## config.mk

```make
export PLATFORM = sky130hd
export DESIGN_NAME = pwb_disconnect_ctl
export DESIGN_NICKNAME = d
export VERILOG_FILES = /design/src/rtl/pwb_pkg.sv /design/src/rtl/pwb_stop_calc.sv /design/src/rtl/pwb_post_buf.sv /design/src/rtl/pwb_disconnect_ctl.sv
export SDC_FILE = /design/constraint.sdc
export NUM_CORES = 1
export LEC_CHECK = 0
export BUFFER_PORTS_ARGS = -buffer_cell sky130_fd_sc_hd__buf_4
export CAP_MARGIN = 20
export CELL_PAD_IN_SITES_DETAIL_PLACEMENT = 1
export CELL_PAD_IN_SITES_GLOBAL_PLACEMENT = 2
export CORE_UTILIZATION = 41
export CTS_CLUSTER_DIAMETER = 60
export CTS_CLUSTER_SIZE = 14
export DETAILED_ROUTE_END_ITERATION = 16
export PLACE_DENSITY_LB_ADDON = 0.1
export SLEW_MARGIN = 30
export SYNTH_ARGS = -nofsm -noshare
export SYNTH_HDL_FRONTEND = slang
export SYNTH_SLANG_ARGS = --single-unit
```

## constraint.sdc

```tcl
create_clock -name clk -period 6.8 [get_ports clk]
set_input_delay 0.34 -clock clk [delete_from_list [all_inputs] [get_ports clk]]
set_output_delay 0.34 -clock clk [all_outputs]
set_load 0.02 [all_outputs]
```

## src/rtl/pwb_pkg.sv

```systemverilog
package pwb_pkg;

    localparam logic [3:0] CMD_MWR = 4'b0111;
    localparam logic [3:0] CMD_MWI = 4'b1111;

    typedef enum logic [1:0] {
        ST_IDLE,
        ST_ACCEPT,
        ST_RADDR,
        ST_RDATA
    } pwb_state_e;

    function automatic logic is_post_cmd(input logic [3:0] c);
        return (c == CMD_MWR) || (c == CMD_MWI);
    endfunction

endpackage

```

## src/rtl/pwb_stop_calc.sv

```systemverilog
module pwb_stop_calc #(
    parameter int LW = 8
) (
    input  logic [7:0]    idx_lo,
    input  logic [LW-1:0] phase_cnt,
    input  logic [LW-1:0] lim,
    input  logic [LW-1:0] line_left,
    input  logic          line_on,
    input  logic          post_dis,
    input  logic          buf_last,
    output logic          last_phase
);
    logic at_kb, at_line, at_lim;

    always_comb begin
        at_kb      = &idx_lo;
        at_line    = line_on && (line_left == LW'(1));
        at_lim     = (lim != '0) && ((phase_cnt + LW'(1)) >= lim);
        last_phase = at_kb || at_line || at_lim || post_dis || buf_last;
    end
endmodule

```

## src/rtl/pwb_post_buf.sv

```systemverilog
module pwb_post_buf #(
    parameter int DEPTH = 4,
    parameter int DW    = 32,
    localparam int BEW  = DW / 8,
    localparam int CW   = $clog2(DEPTH + 1)
) (
    input  logic           clk,
    input  logic           rst_n,
    input  logic           clr,
    input  logic           wr_en,
    input  logic [DW-1:0]  wr_data,
    input  logic [BEW-1:0] wr_be,
    input  logic [CW-1:0]  rd_idx,
    output logic [DW-1:0]  rd_data,
    output logic [BEW-1:0] rd_be,
    output logic [CW-1:0]  count
);
    logic [CW-1:0]  wr_ptr;
    logic [DW-1:0]  slot_d [DEPTH];
    logic [BEW-1:0] slot_b [DEPTH];

    always_ff @(posedge clk or negedge rst_n) begin
        if (!rst_n)     wr_ptr <= '0;
        else if (clr)   wr_ptr <= '0;
        else if (wr_en) wr_ptr <= wr_ptr + CW'(1);
    end

    for (genvar g = 0; g < DEPTH; g++) begin : g_slot
        always_ff @(posedge clk or negedge rst_n) begin
            if (!rst_n) begin
                slot_d[g] <= '0;
                slot_b[g] <= '0;
            end else if (wr_en && !clr && wr_ptr == CW'(g)) begin
                slot_d[g] <= wr_data;
                slot_b[g] <= wr_be;
            end
        end
    end

    always_comb begin
        rd_data = '0;
        rd_be   = '0;
        for (int i = 0; i < DEPTH; i++) begin
            if (rd_idx == CW'(i)) begin
                rd_data = slot_d[i];
                rd_be   = slot_b[i];
            end
        end
    end

    assign count = wr_ptr;
endmodule

```

## src/rtl/pwb_disconnect_ctl.sv

```systemverilog
module pwb_disconnect_ctl
    import pwb_pkg::*;
#(
    parameter int AW    = 32,
    parameter int DW    = 32,
    parameter int DEPTH = 4,
    parameter int LW    = 8,
    parameter int MAXCL = 15,
    localparam int BEW  = DW / 8,
    localparam int CW   = $clog2(DEPTH + 1)
) (
    input  logic           clk,
    input  logic           rst_n,
    input  logic           start,
    input  logic [3:0]     cmd,
    input  logic [AW-1:0]  addr,
    input  logic           wr_valid,
    input  logic [DW-1:0]  wr_data,
    input  logic [BEW-1:0] wr_be,
    input  logic           wr_last,
    input  logic [LW-1:0]  cls,
    input  logic [LW-1:0]  burst_lim,
    input  logic           post_dis_cfg,
    input  logic           post_dis_pin,
    input  logic           far_ready,
    input  logic           far_disc,
    output logic           wr_ready,
    output logic           stop_req,
    output logic           rp_start,
    output logic [AW-1:0]  rp_addr,
    output logic [3:0]     rp_cmd,
    output logic           rp_valid,
    output logic [DW-1:0]  rp_data,
    output logic [BEW-1:0] rp_be,
    output logic           rp_last
);
    pwb_state_e     state, nxt;
    logic [AW-1:0]  base_addr;
    logic [3:0]     cmd_eff;
    logic [LW-1:0]  phase_cnt, line_left, line_init;
    logic           line_on;
    logic [CW-1:0]  rd_idx, buf_cnt;
    logic [DW-1:0]  buf_data;
    logic [BEW-1:0] buf_be;
    logic [AW-1:0]  idx_ext, cls_div, rem;
    logic [7:0]     idx_lo;
    logic           claim, take, last_phase, cls_ok, demote, final_dw;

    // Address-phase decode
    always_comb begin
        claim     = (state == ST_IDLE) && start && is_post_cmd(cmd);
        cls_ok    = (cls != '0) && (cls <= LW'(MAXCL));
        demote    = (cmd == CMD_MWI) && (burst_lim != '0) && cls_ok && (burst_lim < cls);
        idx_ext   = addr >> 2;
        cls_div   = cls_ok ? AW'(cls) : AW'(1);
        rem       = idx_ext % cls_div;
        line_init = cls - LW'(rem);
    end

    // Per-phase stop decision
    assign take   = (state == ST_ACCEPT) && wr_valid;
    assign idx_lo = base_addr[9:2] + phase_cnt[7:0];

    pwb_stop_calc #(.LW(LW)) u_stop (
        .idx_lo     (idx_lo),
        .phase_cnt  (phase_cnt),
        .lim        (burst_lim),
        .line_left  (line_left),
        .line_on    (line_on),
        .post_dis   (post_dis_cfg || post_dis_pin),
        .buf_last   (phase_cnt == LW'(DEPTH - 1)),
        .last_phase (last_phase)
    );

    pwb_post_buf #(.DEPTH(DEPTH), .DW(DW)) u_buf (
        .clk     (clk),
        .rst_n   (rst_n),
        .clr     (claim),
        .wr_en   (take),
        .wr_data (wr_data),
        .wr_be   (wr_be),
        .rd_idx  (rd_idx),
        .rd_data (buf_data),
        .rd_be   (buf_be),
        .count   (buf_cnt)
    );

    assign final_dw = (rd_idx == buf_cnt - CW'(1));

    // Next-state logic
    always_comb begin
        nxt = state;
        unique case (state)
            ST_IDLE:   if (claim) nxt = ST_ACCEPT;
            ST_ACCEPT: if (take && (last_phase || wr_last)) nxt = ST_RADDR;
            ST_RADDR:  nxt = ST_RDATA;
            ST_RDATA:  if (far_ready && final_dw) nxt = ST_IDLE;
                       else if (far_disc)         nxt = ST_RADDR;
            default:   nxt = ST_IDLE;
        endcase
    end

    // State register
    always_ff @(posedge clk or negedge rst_n) begin
        if (!rst_n) state <= ST_IDLE;
        else        state <= nxt;
    end

    // Burst context
    always_ff @(posedge clk or negedge rst_n) begin
        if (!rst_n) begin
            base_addr <= '0;
            cmd_eff   <= CMD_MWR;
            phase_cnt <= '0;
            line_left <= '0;
            line_on   <= 1'b0;
            rd_idx    <= '0;
        end else begin
            if (claim) begin
                base_addr <= addr & ~AW'(3);
                cmd_eff   <= demote ? CMD_MWR : cmd;
                phase_cnt <= '0;
                line_left <= line_init;
                line_on   <= (cmd == CMD_MWI) && cls_ok && !demote;
                rd_idx    <= '0;
            end
            if (take) begin
                phase_cnt <= phase_cnt + LW'(1);
                line_left <= line_left - LW'(1);
            end
            if (state == ST_RDATA && far_ready) rd_idx <= rd_idx + CW'(1);
        end
    end

    // Outputs
    always_comb begin
        wr_ready = (state == ST_ACCEPT);
        stop_req = take && last_phase;
        rp_start = (state == ST_RADDR);
        rp_valid = (state == ST_RDATA);
        rp_last  = rp_valid && final_dw;
        rp_cmd   = cmd_eff;
        rp_addr  = (rp_start || rp_valid) ? base_addr + (AW'(rd_idx) << 2) : '0;
        rp_data  = rp_valid ? buf_data : '0;
        rp_be    = rp_valid ? buf_be : '0;
    end
endmodule

```

==> results of run 1 <==
==> metrics by stage <==
| step | hold slack [ns] | cell area (um^2) | utilization [%] | cells | setup WS [ns] |
|---|---|---|---|---|---|
| detailed placement | 0.430 | 43700 | 61.1 | 6316 | -66.29 |
| global placement | 0.465 | 43700 | 61.1 | 6316 | -62.44 |
| CTS | 0.0176 | 47000 | 65.6 | 6605 | -63.66 |
| floorplan | 0.0444 | 31500 | - | 3935 | -67.57 |
==> synth_stat cells, types with 35 or more instances <==
master    instances
nand4_1          56
nor4_1           35
a21oi_1         240
nand2_1         357
dfrtp_1         200
a21o_1           64
clkbuf_1        119
or3_1            50
a22oi_1          45
and2_1           59
nand2b_1         45
mux2_2          189
mux2i_1          36
and3_1           49
o21a_1          162
nand3_1          98
inv_1            97
nor3_1          201
xor2_1           46
o31ai_1          73
xnor2_1         107
a31oi_1          37
o21ai_0         157
a211oi_1         74
ha_1            274
or2_2            38
nor2_1          367
==> cells by family after synthesis <==
group,count (synthesis),synth area share (%)
adders and majority gates,281,11.9
buffers and inverters,247,3.30
and+or+nand+nor,1502,25.5
other,2,0.0252
muxes,229,8.54
AOI/OAI and AO/OA,1209,29.2
xor gates and xnor gates,154,4.56
DFF,203,17.1
==> routing by layer <==
layer,GRT overflow,GRT usage (%)
met5,7,52.2
met4,684,104
met3,74,80.2
met2,1389,108
met1,43,88.1
==> timing repair <==
item                       CTS
pin swaps                  124
buffers inserted           250
cloned                       2
hold endpoints to repair   135
setup endpoints to repair    8
hold buffers                 1
resized for setup          124
==> reports/metrics.csv, run 1 <==
metric,value,unit
yosys_most_used_dff,dfrtp_1,
crit_endpoint,line_left[7]$_DFFE_PN0P_/D,
ios,174,
grt_max_degree,140,
avgSynthCellArea,7.78,um^2
die_h,271,um
clk_path_buf_depth,3,
synth_cell_type_count,133,
cts_buffers,22,
dp_hpwl,108000,um
cts_sinks,203,
status,aborted with a tool error,
error_line,[ERROR GRT-0232] Routing congestion too high. Check the congestion heatmap in the GUI.,
yosysWarnings,0,
gr-total-overflow,2197,
gp_congestion,0.963,
syn_area,29800,um^2
worst_path_end_type,register data pin,
grtUsageTotal,92.9,%
synth-seq-cells,203,
ys_seq_area_share,17.1,%
synth_cells,3827,
start_util,41.6,%
synth_top_area_share,16.8,%
synth_area_leader_cell,dfrtp_1,
io_buffers,169,
cts_root_buf,clkbuf_16,
cts_max_level,1,
haltStage,global routing,
synthTopCellsByArea,"dfrtp_1 17%, ha_1 12%, mux2_2 7.2%",
die_x,271,um
synthArstFlopShare,100,%
synth_edf_count,0,
num_rows,98,
==> run 2, diff against run 1 <==
CELL_PAD_IN_SITES_DETAIL_PLACEMENT = unset   (was 1)
CELL_PAD_IN_SITES_GLOBAL_PLACEMENT = unset   (was 2)
CORE_UTILIZATION = 37   (was 41)
CTS_CLUSTER_DIAMETER = unset   (was 60)
CTS_CLUSTER_SIZE = unset   (was 14)
PLACE_DENSITY_LB_ADDON = 0.15   (was 0.1)
==> reports/metrics.csv, run 2 <==
metric,value,unit,change
start_util,37.6,%,-4.0 points
final_antenna_net_count,0,,
crit_fanout,7,,
timing.final.crit_period,69.98,ns,
fin_skew,0.0327,ns,
synth_top_area_share,16.8,%,unchanged
worst_path_most_repeated_cell,buf_4,,
crit_required,7.19,ns,
synth_edf_count,0,,unchanged
grt_first_pass_wirelength,189000,um,
finalCritPeriodShare,1030,%,
timing.fmax,14.3,MHz,
tightest_slew,0.874,ns,
die_h,286,um,+5.2%
clk_path_buf_depth,3,,unchanged
gp_congestion,0.948,,-1.5%
worstPathArrival,70.37,ns,
synth_cell_type_count,133,,unchanged
yosysWarnings,0,,unchanged
slew_violations,0,,
setup_ws,-63.18,ns,
grt_max_degree,81,,
grtUsageTotal,27.9,%,
cts_sinks,203,,unchanged
yosys_most_used_dff,dfrtp_1,,
cts_buffers,23,,+4.5%
synth_cells,3827,,unchanged
cts_tree,done,,
antennaDiodeCount,0,,
synthArstFlopShare,100,%,unchanged
dieArea,81600,um^2,
setup_violations,8,,
io_buffers,169,,unchanged
cts_root_buf,clkbuf_16,,
largest_registers,"u_buf.slot_d: 128 flops, base_addr: 30 flops, u_buf.slot_b: 16 flops",,
drt_iter0_drc,2515,,
violations,negative setup slack,,
cpPeakStageDelay,0.59,ns,
path_class,input pin to flop,,
largest_reg_flops,128,,
worstSetupStartpointType,input pin,,
wl_per_cell,17.6,um,
synth-seq-cells,203,,unchanged
hold_class,input pin to flop,,
slew_headroom,41.2,%,
path_clk_slew,0.06,ns,
avgSynthCellArea,7.78,um^2,unchanged
vias_per_cell,5.46,,
final_common_cell,buf_4,,
dp_hpwl,91100,um,-16%
synthTopCellsByCount,"367 x nor2_1, 357 x nand2_1, 274 x ha_1",,
grt_setup_unrepaired,true,,
num_rows,103,,+5.1%
core_area,79300,um^2,
final_cell_mix,"1,945 x buf_4, 326 x nand2_1, 318 x nor2_1",,
synthTopCellsByArea,"dfrtp_1 17%, ha_1 12%, mux2_2 7.2%",,
route.detailed.drc,0,,
nNetsFinal,6159,,
synth_area_leader_cell,dfrtp_1,,
vias,37400,,
dr.pass1.iters,8,,
antenna_found_initial,0,,
drive_above_1_share,45.6,%,
syn_to_final_growth,64.0,%,
cpMaxStageDelayCell,or4_4,,
grt_pass1_vias,36900,,
dp_slack,-64.23,ns,+2.06 ns
ys_seq_area_share,17.1,%,unchanged
clock_latency,0.53,ns,
regMostFlops,u_buf.slot_d,,
final-hold-violation-count,0,,
ios,174,,unchanged
routed_wl,120000,um,
synth.most_common_cell,nor2_1,,
whs,0.0349,ns,
syn_area,29800,um^2,unchanged
finalSetupTns,-501.39,ns,
cts_max_level,1,,unchanged
drv_cap,0,,
die_x,286,um,+5.2%
status,finished with violations,,
final_core_util,61.6,%,
endpoint_kind,flop,,
gr-total-overflow,0,,
[run 2: cell counts after synthesis]
No cell type changed its count.
[run 2: area by class of cell]
class / count / area [um^2]
Inverter: 98 / 370
Fill cell: 6934 / 30400
Timing Repair Buffer: 1973 / 14900
Tap cell: 1050 / 1310
Sequential cell: 203 / 5080
Clock buffer: 30 / 632
Clock inverter: 11 / 125
Multi-Input combinational cell: 3485 / 26400
[run 2: kinds of logic (layout without fill, tap and decap cells)]
group,after synthesis,in the layout,synth area share [%]
other,2,110,0.0252
muxes,229,229,8.54
xor gates and xnor gates,154,154,4.56
buffers and inverters,247,2112,3.30
and+or+nand+nor,1502,1502,25.5
AOI/OAI and AO/OA,1209,1209,29.2
DFF,203,203,17.1
adders and majority gates,281,281,11.9
[run 2: repair_timing]
item,CTS,global route
gates cloned,2,0
resized for setup,102,137
pin swaps,113,122
buffers inserted,296,109
hold endpoints to repair,48,0
hold buffers,2,0
endpoints found under the setup margin,8,8
[run 2: worst max-delay path: cells and delay by family]
family | cells | cell delay, ns
XOR/XNOR | 2 | 0.28
AO/OA/AOI/OAI | 176 | 31.35
buffers and inverters | 105 | 12.74
multiplexers | 9 | 2.52
adder cells (fa/ha/maj) | 27 | 6.97
AND/OR/NAND/NOR | 93 | 16.08
[run 2: metrics by stage]
step	cells	instance area, um^2
floorplan	3935	31500
global placement	6401	43700
detailed placement	6402	43800
CTS	6743	47300
global route	6850	48800
finish	6850	48800
[run 2: metal layers]
layer	share of wire [%]	track usage (%)	up-vias
met5	0	0	-
met1	45	36.5	17800
li1	-	-	18400
met2	47	48.3	969
met3	4.3	1.99	250
met4	4.0	9.68	0
[run 2: final timing paths]
| check | start | end | slack (ns) | depth (start not counted) |
|---|---|---|---|---|
| max in group asynchronous | rst_n | u_buf.slot_d[101] | 5.47 | 3 |
| worst min register to register | line_left[4] | line_left[4] | 0.49 | 1 |
| min in group asynchronous | rst_n | u_buf.slot_d[22] | 0.32 | 2 |
| worst min-delay path | cmd[3] | rp_cmd[3] | 0.03 | 2 |
| worst max-delay path | cls[6] | line_left[7] | -63.18 | 412 |
| worst max register to register | phase_cnt[0] | state[0] | 3.31 | 16 |
Power of run 2 is left out: the tool's default activity adds up to more than one toggle a clock period on the data nets, which glitch-free logic cannot reach.
